$ cat src/rtl/fz_pkg.sv
package fz_pkg;
  localparam int REG_W   = 5;
  localparam int IMM_W   = 16;
  localparam int N_IDIOM = 6;

  typedef enum logic [3:0] {
    OP_NOP    = 4'd0,
    OP_COPY   = 4'd1,
    OP_ADD    = 4'd2,
    OP_SUB    = 4'd3,
    OP_AND    = 4'd4,
    OP_OR     = 4'd5,
    OP_SHIFT  = 4'd6,
    OP_LOAD   = 4'd7,
    OP_EXT    = 4'd8,
    OP_QUICK  = 4'd9,
    OP_DECQ   = 4'd10,
    OP_BNE    = 4'd11,
    OP_MEMMOV = 4'd12
  } op_e;

  localparam logic [1:0] SZ_B = 2'd0;
  localparam logic [1:0] SZ_W = 2'd1;
  localparam logic [1:0] SZ_L = 2'd2;

  localparam logic [1:0] AM_REG  = 2'd0;
  localparam logic [1:0] AM_POST = 2'd1;
  localparam logic [1:0] AM_PRE  = 2'd2;

  typedef enum logic [2:0] {
    K_SINGLE   = 3'd0,
    K_TRIADIC  = 3'd1,
    K_SEXT     = 3'd2,
    K_ZEXT     = 3'd3,
    K_IMMLOGIC = 3'd4,
    K_LOOP     = 3'd5,
    K_PAIR64   = 3'd6
  } kind_e;

  typedef struct packed {
    op_e              op;
    logic [1:0]       size;
    logic [REG_W-1:0] src;
    logic [REG_W-1:0] dst;
    logic [1:0]       mode;
    logic             has_imm;
    logic [IMM_W-1:0] imm;
  } instr_t;

  typedef struct packed {
    kind_e            kind;
    op_e              op;
    logic [1:0]       size;
    logic [REG_W-1:0] src_a;
    logic [REG_W-1:0] src_b;
    logic [REG_W-1:0] dst;
    logic [1:0]       mode;
    logic             has_imm;
    logic [IMM_W-1:0] imm;
  } uop_t;
endpackage

$ cat src/rtl/fz_idiom_match.sv
module fz_idiom_match
  import fz_pkg::*;
(
  input  instr_t             a,
  input  instr_t             b,
  input  logic               b_valid,
  output logic [N_IDIOM-1:0] hits,
  output uop_t               cand [N_IDIOM]
);
  logic same_dst, b_reads_shared, a_narrow, b_narrow, b_alu, b_logic;
  logic m_triadic, m_sext, m_zext, m_immlog, m_loop, m_pair;

  always_comb begin
    same_dst       = (b.dst == a.dst);
    b_reads_shared = !b.has_imm && (b.src == a.dst);
    a_narrow       = (a.size == SZ_B) || (a.size == SZ_W);
    b_narrow       = (b.size == SZ_B) || (b.size == SZ_W);
    b_alu          = (b.op == OP_ADD) || (b.op == OP_SUB) || (b.op == OP_AND) ||
                     (b.op == OP_OR)  || (b.op == OP_SHIFT);
    b_logic        = (b.op == OP_AND) || (b.op == OP_OR);

    m_triadic = (a.op == OP_COPY) && (a.size == SZ_L) && b_alu &&
                (b.size == SZ_L) && same_dst && !b_reads_shared;
    m_sext    = (a.op == OP_LOAD) && a_narrow && (b.op == OP_EXT) &&
                (b.size == a.size) && same_dst;
    m_zext    = (a.op == OP_QUICK) && a.has_imm && (a.imm == '0) &&
                (b.op == OP_LOAD) && b_narrow && same_dst;
    m_immlog  = (a.op == OP_QUICK) && a.has_imm && b_logic && !b.has_imm &&
                (b.size == SZ_L) && same_dst && (b.src != a.dst);
    m_loop    = (a.op == OP_DECQ) && a.has_imm && (a.imm == IMM_W'(1)) &&
                (b.op == OP_BNE);
    m_pair    = (a.op == OP_MEMMOV) && (b.op == OP_MEMMOV) &&
                (a.size == SZ_L) && (b.size == SZ_L) && (a.mode == b.mode) &&
                ((a.mode == AM_POST) || (a.mode == AM_PRE)) &&
                (b.src == a.src) && (b.dst == a.dst);

    hits = {m_pair, m_loop, m_immlog, m_zext, m_sext, m_triadic} &
           {N_IDIOM{b_valid}};

    for (int i = 0; i < N_IDIOM; i++) cand[i] = '0;

    // three-operand: copy source is first operand, slot 1 supplies the second
    cand[0].kind    = K_TRIADIC;
    cand[0].op      = b.op;
    cand[0].size    = SZ_L;
    cand[0].src_a   = a.src;
    cand[0].src_b   = b.has_imm ? '0 : b.src;
    cand[0].dst     = a.dst;
    cand[0].has_imm = b.has_imm;
    cand[0].imm     = b.has_imm ? b.imm : '0;

    // sign-extending load keeps the load's addressing
    cand[1].kind  = K_SEXT;
    cand[1].op    = OP_LOAD;
    cand[1].size  = a.size;
    cand[1].src_a = a.src;
    cand[1].dst   = a.dst;
    cand[1].mode  = a.mode;

    // zero-extending load takes the addressing of the second instruction
    cand[2].kind  = K_ZEXT;
    cand[2].op    = OP_LOAD;
    cand[2].size  = b.size;
    cand[2].src_a = b.src;
    cand[2].dst   = a.dst;
    cand[2].mode  = b.mode;

    // quick value becomes the immediate operand of the logic operation
    cand[3].kind    = K_IMMLOGIC;
    cand[3].op      = b.op;
    cand[3].size    = SZ_L;
    cand[3].src_a   = b.src;
    cand[3].dst     = a.dst;
    cand[3].has_imm = 1'b1;
    cand[3].imm     = a.imm;

    // loop branch: counter register plus branch displacement
    cand[4].kind    = K_LOOP;
    cand[4].op      = OP_BNE;
    cand[4].size    = a.size;
    cand[4].src_a   = a.dst;
    cand[4].dst     = a.dst;
    cand[4].has_imm = 1'b1;
    cand[4].imm     = b.imm;

    // paired long moves become one 64-bit move
    cand[5].kind  = K_PAIR64;
    cand[5].op    = OP_MEMMOV;
    cand[5].size  = SZ_L;
    cand[5].src_a = a.src;
    cand[5].dst   = a.dst;
    cand[5].mode  = a.mode;
  end
endmodule

$ cat src/rtl/fz_select.sv
module fz_select
  import fz_pkg::*;
(
  input  instr_t             a,
  input  logic [N_IDIOM-1:0] hits,
  input  uop_t               cand [N_IDIOM],
  output logic               fuse,
  output uop_t               sel
);
  uop_t masked [N_IDIOM];
  uop_t single;

  for (genvar g = 0; g < N_IDIOM; g++) begin : g_mask
    assign masked[g] = hits[g] ? cand[g] : '0;
  end

  always_comb begin
    single         = '0;
    single.kind    = K_SINGLE;
    single.op      = a.op;
    single.size    = a.size;
    single.src_a   = a.src;
    single.dst     = a.dst;
    single.mode    = a.mode;
    single.has_imm = a.has_imm;
    single.imm     = a.imm;

    fuse = |hits;
    sel  = fuse ? '0 : single;
    for (int i = 0; i < N_IDIOM; i++) sel = sel | masked[i];
  end
endmodule

$ cat src/rtl/fz_out_stage.sv
module fz_out_stage
  import fz_pkg::*;
(
  input  logic clk,
  input  logic rst_n,
  input  logic in_valid,
  output logic in_ready,
  input  uop_t in_uop,
  output logic out_valid,
  input  logic out_ready,
  output uop_t out_uop
);
  assign in_ready = !out_valid || out_ready;

  always_ff @(posedge clk or negedge rst_n) begin
    if (!rst_n) begin
      out_valid <= 1'b0;
      out_uop   <= '0;
    end else if (in_ready) begin
      out_valid <= in_valid;
      if (in_valid) out_uop <= in_uop;
    end
  end
endmodule

$ cat src/rtl/pair_fuser.sv
module pair_fuser
  import fz_pkg::*;
(
  input  logic             clk,
  input  logic             rst_n,
  input  logic             in_valid,
  output logic             in_ready,
  output logic             in_adv2,
  input  logic [3:0]       s0_op,
  input  logic [1:0]       s0_size,
  input  logic [REG_W-1:0] s0_src,
  input  logic [REG_W-1:0] s0_dst,
  input  logic [1:0]       s0_mode,
  input  logic             s0_has_imm,
  input  logic [IMM_W-1:0] s0_imm,
  input  logic             s1_valid,
  input  logic [3:0]       s1_op,
  input  logic [1:0]       s1_size,
  input  logic [REG_W-1:0] s1_src,
  input  logic [REG_W-1:0] s1_dst,
  input  logic [1:0]       s1_mode,
  input  logic             s1_has_imm,
  input  logic [IMM_W-1:0] s1_imm,
  output logic             out_valid,
  input  logic             out_ready,
  output logic             out_fused,
  output logic [2:0]       out_kind,
  output logic [3:0]       out_op,
  output logic [1:0]       out_size,
  output logic [REG_W-1:0] out_src_a,
  output logic [REG_W-1:0] out_src_b,
  output logic [REG_W-1:0] out_dst,
  output logic [1:0]       out_mode,
  output logic             out_has_imm,
  output logic [IMM_W-1:0] out_imm
);
  instr_t             slot_a, slot_b;
  logic [N_IDIOM-1:0] hits;
  uop_t               cand [N_IDIOM];
  uop_t               merged, held;
  logic               fuse;

  assign slot_a = '{op: op_e'(s0_op), size: s0_size, src: s0_src, dst: s0_dst,
                    mode: s0_mode, has_imm: s0_has_imm, imm: s0_imm};
  assign slot_b = '{op: op_e'(s1_op), size: s1_size, src: s1_src, dst: s1_dst,
                    mode: s1_mode, has_imm: s1_has_imm, imm: s1_imm};

  fz_idiom_match u_match (
    .a(slot_a), .b(slot_b), .b_valid(s1_valid), .hits(hits), .cand(cand)
  );

  fz_select u_select (
    .a(slot_a), .hits(hits), .cand(cand), .fuse(fuse), .sel(merged)
  );

  fz_out_stage u_out (
    .clk(clk), .rst_n(rst_n), .in_valid(in_valid), .in_ready(in_ready),
    .in_uop(merged), .out_valid(out_valid), .out_ready(out_ready),
    .out_uop(held)
  );

  assign in_adv2     = in_valid && fuse;
  assign out_kind    = held.kind;
  assign out_fused   = (held.kind != K_SINGLE);
  assign out_op      = held.op;
  assign out_size    = held.size;
  assign out_src_a   = held.src_a;
  assign out_src_b   = held.src_b;
  assign out_dst     = held.dst;
  assign out_mode    = held.mode;
  assign out_has_imm = held.has_imm;
  assign out_imm     = held.imm;
endmodule

$ cat config.mk
export PLATFORM = sky130hd
export DESIGN_NAME = pair_fuser
export DESIGN_NICKNAME = d
export VERILOG_FILES = /design/src/rtl/fz_pkg.sv /design/src/rtl/fz_idiom_match.sv /design/src/rtl/fz_select.sv /design/src/rtl/fz_out_stage.sv /design/src/rtl/pair_fuser.sv
export SDC_FILE = /design/constraint.sdc
export NUM_CORES = 1
export LEC_CHECK = 0
export BUFFER_PORTS_ARGS = -buffer_cell sky130_fd_sc_hd__buf_2
export CAP_MARGIN = 20
export CORE_MARGIN = 3
export CORE_UTILIZATION = 50
export CTS_CLUSTER_SIZE = 16
export DETAILED_ROUTE_END_ITERATION = 7
export PLACE_DENSITY = 0.82
export SLEW_MARGIN = 40
export SYNTH_ARGS = -nofsm -noshare
export SYNTH_HDL_FRONTEND = slang
export SYNTH_SLANG_ARGS = --single-unit
$ cat constraint.sdc
create_clock -name clk -period 4.1 [get_ports clk]
set_clock_uncertainty 0.15 [all_clocks]
set_input_delay 0.82 -clock clk [delete_from_list [all_inputs] [get_ports clk]]
set_output_delay 0.82 -clock clk [all_outputs]
set_load 0.1 [all_outputs]
* After elaboration in Yosys (flattened, before gate mapping) *
Cells that the tools add are included.

storage, ports and cells
  bits in read-only memories = 0
  RAM bits = 0
  bits of input ports = 75
  memories = 0
  bits in registers = 44
  output and inout bits = 47
  bits in latches = 0

operators by class
  muxes and demuxes = 9
  multiply operators = 0
  bitwise gates (word level) = 7
  reductions and logical operators = 49
  shift-type cells = 0
  $lt $le $gt $ge = 0
  equality and inequality tests = 27
  divide/modulo/power cells = 0
  add/subtract/negate cells = 0

operator list
  kind                                            number
  bitwise OR 43 bit                               6
  two-way mux 43 bit                              3
  two-way mux 42 bit                              2
  two-way mux 41 bit                              1
  two-way mux 40 bit                              1
  logical AND 1 bit                               31
  == test 4 bit, second input constant            6
  == test 4 x 3 -> 1 bit, second input constant   5
  == test 16 x 1 -> 1 bit, second input constant  1
  zero test 16 bit                                1
  two-way mux 16 bit                              1
  == test 5 bit                                   3
  logical OR 1 bit                                9
  == test 4 x 2 -> 1 bit, second input constant   2
  AND 6 bit                                       1
  == test 2 x 1 -> 1 bit, second input constant   3
  == test 2 bit, second input constant            3
  OR reduction 6 bit                              1
  two-way mux 5 bit                               1
  inequality test 5 bit                           1
  == test 2 bit                                   2
  == test 4 x 1 -> 1 bit, second input constant   1
  zero test 2 bit                                 2
  zero test 1 bit                                 3
  2 further kinds                                 2

* Longest topological paths before layout *
  depth after elaboration = 18
  mapped depth = 8
  mapped depth without buffers = 6

* Modules after synthesis *
From an unflattened synthesis, not the netlist that was laid out.

second synthesis, totals
  cells, all modules = 661
  area total of the unflattened synthesis = 5990.7 sq um

by module, submodules not included
  module          area an instance (sq um)  sequential area each (sq um)  cells each  times used
  fz_idiom_match  2346.0                    0.0                           322         1
  fz_select       1820.5                    0.0                           243         1
  fz_out_stage    1811.7                    1101.1                        94          1
  pair_fuser      12.5                      0.0                           2           1

* Least setup slack after synthesis *
No wires, ideal clock.

  path type = input -> output
  from = input s1_size[0]
  to = output in_adv2
  path slack = -0.549 ns
  buffers on the path = 1
  arrival time = 3.679 ns
  cell stages on the path = 6
  required time = 3.130 ns
  cell sequence = nand2b_1 > or4b_4 > nor3_1 > a311oi_1 > clkbuf_1 > a31oi_1

between the ends
  longest elaborated chain between the ends = 9
  elaborated cells on any way between the ends = 23

ends and longest elaborated chain
  what                            line                                                              text
  start, declared                 pair_fuser.sv:18                                                  input logic [1:0] s1_size,
  == test 2 bit                   fz_idiom_match.sv:23, fz_idiom_match.sv:29, fz_idiom_match.sv:33
  logical AND 1 bit (3 in a row)  fz_idiom_match.sv:33                                              (a.size == SZ_L) && (b.size == SZ_L) && (a.mode == b.mode) &&
  logical AND 1 bit               fz_idiom_match.sv:34                                              ((a.mode == AM_POST) || (a.mode == AM_PRE)) &&
  logical AND 1 bit               fz_idiom_match.sv:35                                              (b.src == a.src) && (b.dst == a.dst);
  AND 6 bit (*)                   fz_idiom_match.sv:37                                              hits = {m_pair, m_loop, m_immlog, m_zext, m_sext, m_triadic} &
  OR reduction 6 bit (*)          fz_select.sv:28                                                   fuse = |hits;
  logical AND 1 bit (*)           pair_fuser.sv:62                                                  assign in_adv2 = in_valid && fuse;
  end, declared                   pair_fuser.sv:8                                                   output logic in_adv2,

Mark *: on every way between the ends. The rest lies on a longest branch, timed or not.

* Worst setup path in the final report *
  from = input s0_imm[9]
  to = output in_adv2

between the ends
  longest elaborated chain between the ends = 8
  elaborated cells on any way between the ends = 11

ends and longest elaborated chain
  what                            line                  text
  start, declared                 pair_fuser.sv:15      input logic [IMM_W-1:0] s0_imm,
  zero test 16 bit                fz_idiom_match.sv:26  m_zext = (a.op == OP_QUICK) && a.has_imm && (a.imm == '0) &&
  logical AND 1 bit (2 in a row)  fz_idiom_match.sv:26
  logical AND 1 bit (2 in a row)  fz_idiom_match.sv:27  (b.op == OP_LOAD) && b_narrow && same_dst;
  AND 6 bit (*)                   fz_idiom_match.sv:37
  OR reduction 6 bit (*)          fz_select.sv:28
  logical AND 1 bit (*)           pair_fuser.sv:62

Marked as above.

==> results.md <==
- Syn_area_per_cell: about 8.8 um2
- Setup TNS: 0 ns
- Max Cap Viol: 0
- Initial antenna violation count: 0
- DIE HEIGHT: roughly 77 um
- TritonCTS Sinks: 44
- YS warnings: 0
- H-tree levels: 2
- DR WL/cell: ~17 um
- Setup-failing EPs final: 0
- Synth async-reset ratio: 100.0%
- DRT iter0 DRCs: between 150 and 200
- XOR/XNOR Fraction of Synth Area: under 10%
- Port buffer count: 121
- Most used DFF post-synth: dfrtp_1
- Clk slew on worst S/H paths: around 0.070 ns
- CTS root buf: clkbuf_8
- Fin crit period: 3.753 ns
- Setup ws final: approximately 0.35 ns
- Adder-cell share of the synthesized area: 0%
- GR met1 Demand/Resource: 36.23%
- Worst hold path class: reg -> reg
- Worst VDD drop: between 0.0002 and 0.00025 V
- Syn-to-layout area delta: 30.00%
- CTS Buf Count: 5
- Startpoint Class: input port
- Tcrit/Tclk final: around nine tenths
- Non-filler instance count after layout: roughly 470
- CTS tree: built
- PD cells: around 420 nW/um2
- Remaining Overflow, GRT: 0
- Post-CTS setup buffer count: 0
- Row cnt: 25
- Status: completed
- Seq cells post-synth: 44
- Met3 usage: under 10%
- Share of the synthesized area in the top cell type: about 43%
- Final wirelength: 8011 um
- Clock latency on the worst-skew pair: between 0.2 and 0.3 ns
- Slew @ Worst Pin: 0.6113 ns
- Clk buf depth: 2
- Req. time, crit path: approximately 3.1 ns
- Mux cell area share after synthesis: 0%
- GRT busiest layer: met2
- Post-synth EDFFs: 0
- Pwr Total: approximately 1.4 mW
- Static Leak: ~1.6 nW
- Simple-Gate Fraction of Synth Area: 30.59%
- Pre-CTS WS: roughly 0.46 ns
- Hold-fix buffers, CTS: 0
- Vias in the first global route: between 2,000 and 3,000
- Mapped Area: 2552 um2
- Register area share after synthesis: a little over two fifths
- Initial Utilization: approximately 53%
- First-pass GRT wire length: 12,550 um
- # DRC: 0
- Drt pass-1 iters: 5
- Inst Count DP: about 470
- Largest net degree at the start of global routing: 45
- Core area: around 4800 um2
- Main combinational cell family by area after synthesis: simple AND/OR/NAND/NOR gates
- Met2 Usage GRT: a little over two fifths
- I/O pin cnt: 122
- Share of post-route cells with drive strength above 1: 36.21%
- Die span in x: 77.45 um
- Design Area, Final: 3318 um2
- Hold Fails Final Rpt: 0
- Ant diodes: 0
- Unrepaired setup endpoints after global routing: no
- Area leader, netlist: dfrtp_1
- Critical path peak fanout: 5
- Crit. End Element: output pin
- Compound-Gate Fraction of Synth Area: roughly 17%
- Vias per cell: slightly below 6
- DIE AREA: between 5000 and 6000 um2
- Vias post-DR: ~2,800
- Critical path class: in -> out
- GRT Util Overall: around a quarter
- Maximum clock rate: about 270 MHz
- Final Slew Violations: 0
- PostCTS Resize Cnt: 0
- Fin nets: approximately 480
- Cell Area, Placed: about 3200 um2
- Synth Instances: 290
- Most frequent cells in the layout: 119 x buf_2, 45 x a21oi_1, 44 x dfrtp_1
- Largest cells by area after synthesis: dfrtp_1 43%, a21oi_1 8.8%, nand3_1 5.7%
- Post-DP HPWL: just over 6000 um
- Worst hold slack: 0.3235 ns
- Crit path arrival time: around 2.8 ns
- Slew headroom: around three fifths
- Most common cell after layout, fill and taps aside: buf_2
- Syn_nets: around 370
- Utilization after layout: just under 70%
- Placer congestion estimate: approximately 0.96
- Post-synthesis cell type count: 47
- Antenna viol nets, final: 0
[registers in the layout (all words and copies together), names as in the netlist]
register / flops
u_out.out_uop: 43
u_out.out_valid: 1
[cells in the mapped netlist, drive strengths merged, types with 3 or more instances]
library cell,number
a21oi,45
a22o,5
a31oi,10
buf,3
clkbuf,13
dfrtp,44
nand2,33
nand3,29
nand4,6
nand4b,5
nor2,32
nor3,8
nor4,8
nor4b,4
xnor2,9
xor2,7
[worst max-delay path, cell delays in order]
cell      delay [ns]
buf_2           0.10
nor4_1          0.36
nand4b_1        0.31
nor4_1          0.52
a22oi_1         0.18
a31oi_2         0.28
buf_12          0.20
[where the power goes]
part,internal (mW),switching [mW],leakage (nW),total (mW)
Clock,0.110,0.134,0.0359,0.244
Combinational,0.115,0.517,1.03,0.631
Sequential,0.483,0.0264,0.514,0.509
[final cells by class]
type	count	area, um2
Multi-Input combinational cell	229	1393
Sequential cell	44	1101
Fill cell	427	1499
Tap cell	67	83.83
Inverter	1	3.754
Clock buffer	5	68.82
Timing Repair Buffer	127	668.1
[kinds of logic after synthesis]
kind of cell / Yosys count
flip-flops: 44
XOR/XNOR: 16
AO/OA/AOI/OAI: 73
buffers and inverters: 17
AND/OR/NAND/NOR: 140
[worst paths after layout]
path	start	endpoint	slack [ns]	cells past startpoint
max in group asynchronous	rst_n	u_out.out_uop[6]$_DFFE_PN0P_	3.04	1
hold reg to reg	u_out.out_uop[22]$_DFFE_PN0P_	u_out.out_uop[22]$_DFFE_PN0P_	0.32	2
hold / removal	u_out.out_uop[22]$_DFFE_PN0P_	u_out.out_uop[22]$_DFFE_PN0P_	0.32	2
min in group asynchronous	rst_n	u_out.out_uop[17]$_DFFE_PN0P_	0.37	1
setup / recovery	s0_imm[9]	in_adv2	0.35	7
setup reg to reg	u_out.out_valid$_DFFE_PN0N_	u_out.out_uop[28]$_DFFE_PN0P_	2.17	5
[per-layer routing]
layer,routed length [um],up-vias
met5,0,-
met4,98,0
met3,455,11
met2,3934,107
met1,3522,1335
li1,-,1300
No activity file was read; power rests on OpenSTA's default activity.
